**config.mk**
```make
export PLATFORM = sky130hd
export DESIGN_NAME = rst_src_ctrl
export DESIGN_NICKNAME = d
export VERILOG_FILES = /design/src/rtl/rsc_pkg.sv /design/src/rtl/rsc_prio.sv /design/src/rtl/rsc_seq.sv /design/src/rtl/rsc_regs.sv /design/src/rtl/rst_src_ctrl.sv
export SDC_FILE = /design/constraint.sdc
export NUM_CORES = 1
export LEC_CHECK = 0
export ABC_AREA = 0
export BUFFER_PORTS_ARGS = -buffer_cell sky130_fd_sc_hd__buf_2
export CORE_MARGIN = 2
export CORE_UTILIZATION = 30
export CTS_BUF_LIST = sky130_fd_sc_hd__clkbuf_16
export CTS_CLUSTER_DIAMETER = 80
export CTS_CLUSTER_SIZE = 30
export DETAILED_ROUTE_END_ITERATION = 10
export PLACE_DENSITY = 0.61
export SLEW_MARGIN = 20
export SYNTH_ARGS = -nofsm -noshare
export SYNTH_HDL_FRONTEND = slang
export SYNTH_HIERARCHICAL = 1
export SYNTH_SLANG_ARGS = --single-unit
```
**constraint.sdc**
```tcl
create_clock -name clk -period 1.9 [get_ports clk]
set_clock_uncertainty 0.15 [all_clocks]
set_input_delay 0.285 -clock clk [delete_from_list [all_inputs] [get_ports clk]]
set_output_delay 0.285 -clock clk [all_outputs]
set_load 0.01 [all_outputs]
```
**src/rtl/rsc_pkg.sv**
```systemverilog
package rsc_pkg;
    localparam int REG_W      = 8;
    localparam int SRC_PIN    = 0;
    localparam int SRC_SUP    = 1;
    localparam int SRC_MCD    = 2;
    localparam int SRC_CMP    = 5;
    localparam int CTL_ON     = 7;
    localparam int CTL_STAT   = 6;

    typedef enum logic [1:0] {
        ST_RUN,
        ST_HOLD,
        ST_STRETCH
    } rsc_state_e;

    typedef struct packed {
        logic cmp;
        logic mcd;
        logic sup;
        logic pin;
    } rsc_src_t;
endpackage

```
**src/rtl/rsc_prio.sv**
```systemverilog
module rsc_prio
    import rsc_pkg::*;
(
    input  rsc_src_t req,
    output rsc_src_t winner,
    output logic     any_req
);
    always_comb begin
        winner = '0;
        if (req.pin)      winner.pin = 1'b1;
        else if (req.sup) winner.sup = 1'b1;
        else if (req.mcd) winner.mcd = 1'b1;
        else if (req.cmp) winner.cmp = 1'b1;
    end

    assign any_req = |req;
endmodule

```
**src/rtl/rsc_seq.sv**
```systemverilog
module rsc_seq
    import rsc_pkg::*;
#(
    parameter int STRETCH_CYC = 16
) (
    input  logic clk,
    input  logic por_n,
    input  logic any_req,
    output logic run,
    output logic capture,
    output logic rst_n
);
    localparam int CW = (STRETCH_CYC > 2) ? $clog2(STRETCH_CYC) : 1;
    localparam logic [CW-1:0] LAST = CW'(STRETCH_CYC - 1);

    rsc_state_e state, nxt;
    logic [CW-1:0] cnt;

    always_ff @(posedge clk or negedge por_n) begin
        if (!por_n) state <= ST_HOLD;
        else        state <= nxt;
    end

    always_ff @(posedge clk or negedge por_n) begin
        if (!por_n)                  cnt <= '0;
        else if (state != ST_STRETCH) cnt <= '0;
        else                          cnt <= cnt + 1'b1;
    end

    always_comb begin
        nxt = state;
        unique case (state)
            ST_RUN:     if (any_req) nxt = ST_HOLD;
            ST_HOLD:    if (!any_req) nxt = ST_STRETCH;
            ST_STRETCH: begin
                if (any_req)          nxt = ST_HOLD;
                else if (cnt == LAST) nxt = ST_RUN;
            end
            default:    nxt = ST_HOLD;
        endcase
    end

    always_comb begin
        run     = (state == ST_RUN);
        capture = run && any_req;
        rst_n   = run;
    end

    // release only follows a cycle with no request
    a_r8_release_quiet: assert property (@(posedge clk) disable iff (!por_n)
        $rose(rst_n) |-> $past(!any_req));
endmodule

```
**src/rtl/rsc_regs.sv**
```systemverilog
module rsc_regs
    import rsc_pkg::*;
(
    input  logic              clk,
    input  logic              por_n,
    input  logic              run,
    input  logic              capture,
    input  rsc_src_t          winner,
    input  logic              wr_en,
    input  logic              addr,
    input  logic [REG_W-1:0]  wdata,
    input  logic              sup_low,
    output logic [REG_W-1:0]  rdata,
    output logic              mcd_en,
    output logic              cmp_en,
    output logic              sup_sel,
    output logic              mon_on
);
    rsc_src_t flags;
    logic unused_wbits;

    assign unused_wbits = ^{wdata[SRC_PIN], wdata[4:3], wdata[CTL_STAT]};

    always_ff @(posedge clk or negedge por_n) begin
        if (!por_n) begin
            flags   <= '0;
            mcd_en  <= 1'b0;
            cmp_en  <= 1'b0;
            sup_sel <= 1'b0;
            mon_on  <= 1'b0;
        end else begin
            if (capture) flags <= winner;
            if (run && wr_en) begin
                if (!addr) begin
                    mcd_en  <= wdata[SRC_MCD];
                    cmp_en  <= wdata[SRC_CMP];
                    sup_sel <= wdata[SRC_SUP];
                end else begin
                    mon_on  <= wdata[CTL_ON];
                end
            end
        end
    end

    always_comb begin
        rdata = '0;
        if (!addr) begin
            rdata[SRC_PIN] = flags.pin;
            rdata[SRC_SUP] = flags.sup;
            rdata[SRC_MCD] = flags.mcd;
            rdata[SRC_CMP] = flags.cmp;
        end else begin
            rdata[CTL_ON]   = mon_on;
            rdata[CTL_STAT] = !sup_low;
        end
    end

    // at most one flag is ever set
    a_r7_single_flag: assert property (@(posedge clk) disable iff (!por_n)
        $onehot0(flags));
    // supply flag needs monitor on, selection and low supply
    a_r5_supply_gated: assert property (@(posedge clk) disable iff (!por_n)
        $rose(flags.sup) |-> $past(mon_on && sup_sel && sup_low));
    // missing-clock flag needs its enable
    a_r3_mcd_gated: assert property (@(posedge clk) disable iff (!por_n)
        $rose(flags.mcd) |-> $past(mcd_en));
    // enables frozen while reset is asserted
    a_r9_hold_enables: assert property (@(posedge clk) disable iff (!por_n)
        !run |=> $stable({mcd_en, cmp_en, sup_sel, mon_on}));
endmodule

```
**src/rtl/rst_src_ctrl.sv**
```systemverilog
module rst_src_ctrl
    import rsc_pkg::*;
#(
    parameter int STRETCH_CYC = 16
) (
    input  logic              clk,
    input  logic              por_n,
    input  logic              ext_pin_n,
    input  logic              clk_missing,
    input  logic              cmp_out,
    input  logic              sup_low,
    input  logic              wr_en,
    input  logic              addr,
    input  logic [REG_W-1:0]  wdata,
    output logic [REG_W-1:0]  rdata,
    output logic              sys_rst_n
);
    rsc_src_t req, winner;
    logic any_req, run, capture;
    logic mcd_en, cmp_en, sup_sel, mon_on;

    always_comb begin
        req.pin = !ext_pin_n;
        req.sup = mon_on && sup_sel && sup_low;
        req.mcd = mcd_en && clk_missing;
        req.cmp = cmp_en && !cmp_out;
    end

    rsc_prio u_prio (
        .req     (req),
        .winner  (winner),
        .any_req (any_req)
    );

    rsc_seq #(.STRETCH_CYC(STRETCH_CYC)) u_seq (
        .clk     (clk),
        .por_n   (por_n),
        .any_req (any_req),
        .run     (run),
        .capture (capture),
        .rst_n   (sys_rst_n)
    );

    rsc_regs u_regs (
        .clk     (clk),
        .por_n   (por_n),
        .run     (run),
        .capture (capture),
        .winner  (winner),
        .wr_en   (wr_en),
        .addr    (addr),
        .wdata   (wdata),
        .sup_low (sup_low),
        .rdata   (rdata),
        .mcd_en  (mcd_en),
        .cmp_en  (cmp_en),
        .sup_sel (sup_sel),
        .mon_on  (mon_on)
    );

    // a low pin forces reset after the edge
    a_r2_pin_forces: assert property (@(posedge clk) disable iff (!por_n)
        !ext_pin_n |=> !sys_rst_n);
endmodule

```
Word-level counts from Yosys, hierarchy flattened
Cells that the tools add are included.

Register bits after elaboration: 14. Bits of input ports: 16. Output and inout port bits: 9.

$add $sub $neg: 1. Eq/ne operators: 7. Mux-type cells: 16. Bitwise operators: 1. Reduce and logical (&&, ||, !) cells: 14.

Operators with widths (number): $mux 2 (6); $logic_and 1x1->1 (6); $mux 1 (6); $mux 3 (2); $ne 2x2->1 const B (3); $pmux 2 s3 (1); $add 4x1->4 const B (1); $eq 4x4->1 const B (1); $mux 4 (1); $reduce_and 2->1 (2); $reduce_or 4->1 (1); $logic_not 1->1 (3); $ne 3x1->1 const B (1); $reduce_and 3->1 (1); $eq 2x1->1 const B (1); $eq 2x2->1 const B (1); $logic_not 2->1 (1); $not 1->1 (1).

Longest topological paths before layout
Word-level depth: 6. Mapped depth: 4.

Hierarchy
Netlist, hierarchy kept.

By module, submodules not included: rsc_regs (times used 1, cells each 27, area an instance 387.9 um^2, seq. area each 200.2 um^2); rsc_seq (times used 1, cells each 24, area an instance 272.8 um^2, seq. area each 151.4 um^2); rsc_prio (times used 1, cells each 5, area an instance 40.0 um^2, seq. area each 0.0 um^2); rst_src_ctrl (times used 1, cells each 4, area an instance 22.5 um^2, seq. area each 0.0 um^2).

Least setup slack after synthesis
OpenSTA, ideal clock, no wires.

Path type: reg-to-reg. Start point: reg u_regs.mon_on. End point: reg u_regs/flags[0] (netlist bit). Setup time: 0.125 ns. Data arrival time: 1.534 ns. Setup slack: 0.092 ns. Stages on the path, launching flop included: 5. Period minus slack after synthesis: 1.808 ns. Path through: dfrtp_1 and3_1 or4_1 and2_1 mux2_2.

RTL lines: start, declared (line rsc_regs.sv:17) `output logic mon_on`; start signal, assigned (line rsc_regs.sv:39) `mon_on <= wdata[CTL_ON];`; end signal, assigned (line rsc_regs.sv:32) `if (capture) flags <= winner;`; end, declared (line rsc_regs.sv:19) `rsc_src_t flags;`.

==> key figures <==
Worst setup path
  • CP endpoint kind: flop
  • Worst path arrival time: 1840 ps
  • WP data required: approximately 1900 ps
  • Setup CP Type: flop to flop
  • Worst Path Max Fanout: 4
  • Crit start category: flop

Pwr
  • Cell internal pwr: 892 uW
  • Pwr/cell area: about 1300 nW/um^2
  • Peak supply drop: between 0.0006 and 0.0007 V
  • Clock network power share: roughly 33%
  • Switching part of the total: approximately a quarter
  • Switching power: between 300 and 400 uW
  • Cell leakage power: roughly 0.50 nW
  • Flop pwr share: roughly 39%
  • Comb pwr share: roughly 29%

Outcome
  • Status: complete, no violations

Timing
  • RSZ-0062 raised after global routing: true
  • Max Slew Vio Count: 0
  • Setup violators final: 0
  • Min Hold Slack: about 120 ps
  • Final hold vios: 0
  • Setup Total Neg Slack: 0 ps
  • Fin crit period: between 1500 and 2000 ps
  • Max Freq: about 0.54 GHz
  • Period utilisation layout: a little under 100%

Routing
  • Drt pass-1 iters: 3
  • Routed Antenna Nets: 0
  • Routed WL per cell: between 10 and 15 um
  • Final WL: approximately 1.2 mm
  • Vias after detailed routing: 510
  • Number of remaining DRC errors: 0
  • Via density: ~4.6
  • First DRT Iteration DRCs: 1

Global route
  • Vias in the first global route: ~480
  • Initial antenna violation count: 0
  • Gr ovfl total: 0
  • Largest net degree at the start of global routing: 15
  • First-pass GRT wire length: approximately 2.1 mm
  • Gr usage total: between 10% and 20%

Finish
  • Most common cell after layout, fill and taps aside: buf_2
  • Most frequent cells in the layout: 18 x buf_2, 13 x dfrtp_1, 5 x mux2_2
  • Antenna cells: 0
  • # fillers: around 240
  • Final-stage net count: just over 100
  • Footprint of the multi-input gates: around 340 um^2
  • Register area: roughly 350 um^2
  • Layout cell share with drive strength beyond 1: between 40% and 50%
  • Area grow syn2layout: 30.3%

Job
  • Max-cap viol count: 0

Clock network
  • CTS Buf Count: 3
  • Clk root buf: clkbuf_16
  • Sink Count: 14
  • Clk buf depth: 2
  • Reg clk slew, reported paths: roughly 50 ps
  • H-tree levels: 1
  • CTS tree: built
  • Insertion delay to the later sink of the worst-skew pair: about 240 ps

Place
  • Dpl hpwl: 975 um
  • GPL Wtd Cong: around 0.66
  • Number of port buffers: 18

Synth
  • Main synth FF type: dfrtp_1
  • Register area share after synthesis: between 40% and 50%
  • EDFF count, synth: 0
  • Yosys reg bits: 14
  • Synth unique cells: 28
  • Synthesized cell area: between 700 and 800 um^2
  • Syn avg cell area: roughly 12 um^2
  • Ys async rst share: 100%
  • Synth Warn #: 6
  • Mapped Cells: 60

Die
  • Die Ht: around 53 um
  • IO Count: 25
  • CORE AREA: roughly 2300 um^2
  • Starting Density: approximately 32%
  • Die ar.: 2820 um^2
  • # rows: 17
  • Die width: roughly 53 um

Hold path
  • Hold Crit Class: input pin to flop
## cell usage after synthesis, types with 2 or more instances
library cell	number	area, um^2
buf_4	4	30.0
nor2_1	4	15.0
and2b_1	4	30.0
inv_1	2	7.51
dfrtp_1	13	325
nand3_1	2	10.0
mux2_4	3	45.0
mux2_2	5	56.3
nor2b_1	2	12.5
and2_1	3	18.8
## final cells by class
cell class                      instances  share of cell area, %
Sequential cell                        14                   37.3
Multi-Input combinational cell         41                   36.0
Timing Repair Buffer                   23                   13.8
Clock buffer                            3                   7.97
Tap cell                               28                   3.72
Inverter                                2                  0.797
Clock inverter                          1                  0.398
## critical path, stage by stage, from the launching register on
cell	delay, ps
dfrtp_1	380
and3_1	200
or4_1	520
and2_2	230
mux2_2	270
## state kept, by name, indices dropped and copies added (netlist names)
register,count
u_regs/cmp_en,1
u_regs/flags,4
u_regs/mcd_en,1
u_regs/mon_on,1
u_regs/sup_sel,1
u_seq/cnt,4
u_seq/state,2
## per-stage QoR
step	power (mW)	util (%)	instances	setup WS [ps]	cell area, um^2
detailed placement	0.812	37.8	107	43.5	852
global route	1.27	41.8	112	-20.8	942
CTS	1.21	41.7	112	37.4	941
finish	1.20	41.8	112	37.2	942
floorplan	0.701	-	61	91.6	727
global placement	0.801	37.8	107	54.8	852
## path summary, 6_finish.rpt
| kind | start | to | slack (ps) | depth (start not counted) |
|---|---|---|---|---|
| max reg2reg | u_regs/mon_on$_DFFE_PN0P_ | u_regs/flags[2]$_DFFE_PN0P_ | 40 | 4 |
| min | wdata[5] | u_regs/cmp_en$_DFFE_PN0P_ | 120 | 2 |
| max in group asynchronous | por_n | u_seq/state[0]$_DFFE_PN1P_ | 1000 | 2 |
| min reg2reg | u_seq/cnt[0]$_DFF_PN0_ | u_seq/cnt[0]$_DFF_PN0_ | 320 | 1 |
| max | u_regs/mon_on$_DFFE_PN0P_ | u_regs/flags[2]$_DFFE_PN0P_ | 40 | 4 |
| min in group asynchronous | por_n | u_seq/cnt[3]$_DFF_PN0_ | 320 | 2 |
## logic make-up after synthesis
logic type               after synthesis  share of synthesized area, %
AND/OR/NAND/NOR                       28                          27.3
adder cells (fa/ha/maj)                1                          1.73
XOR/XNOR                               1                          1.21
flip-flops                            14                          48.6
buffers and inverters                  6                          5.19
multiplexers                           9                          15.4
other                                  1                         0.519
## power groups by stage
stage	Combinational (mW)	Clock, mW	Sequential (mW)
detailed placement	0.343	0	0.470
CTS	0.345	0.402	0.467
finish	0.343	0.392	0.464
global route	0.377	0.417	0.480
floorplan	0.253	0	0.448
global placement	0.334	0	0.467
## metal layers
layer  global-route usage [%]  wire [um]  vias up
li1                         -          -      246
met1                     14.2        551      243
met2                     15.8        563       17
met3                     2.54         83        4
met4                     7.69         29        0
met5                        0          0        -
## timing repair
item                                    4_1_cts  5_1_grt
hold buffers                                  1        0
gates resized for setup                       0        1
setup buffers                                 0        0
endpoints found under the setup margin        0        4
endpoints found under the hold margin        13        0
No activity file was read; power rests on OpenSTA's default activity.
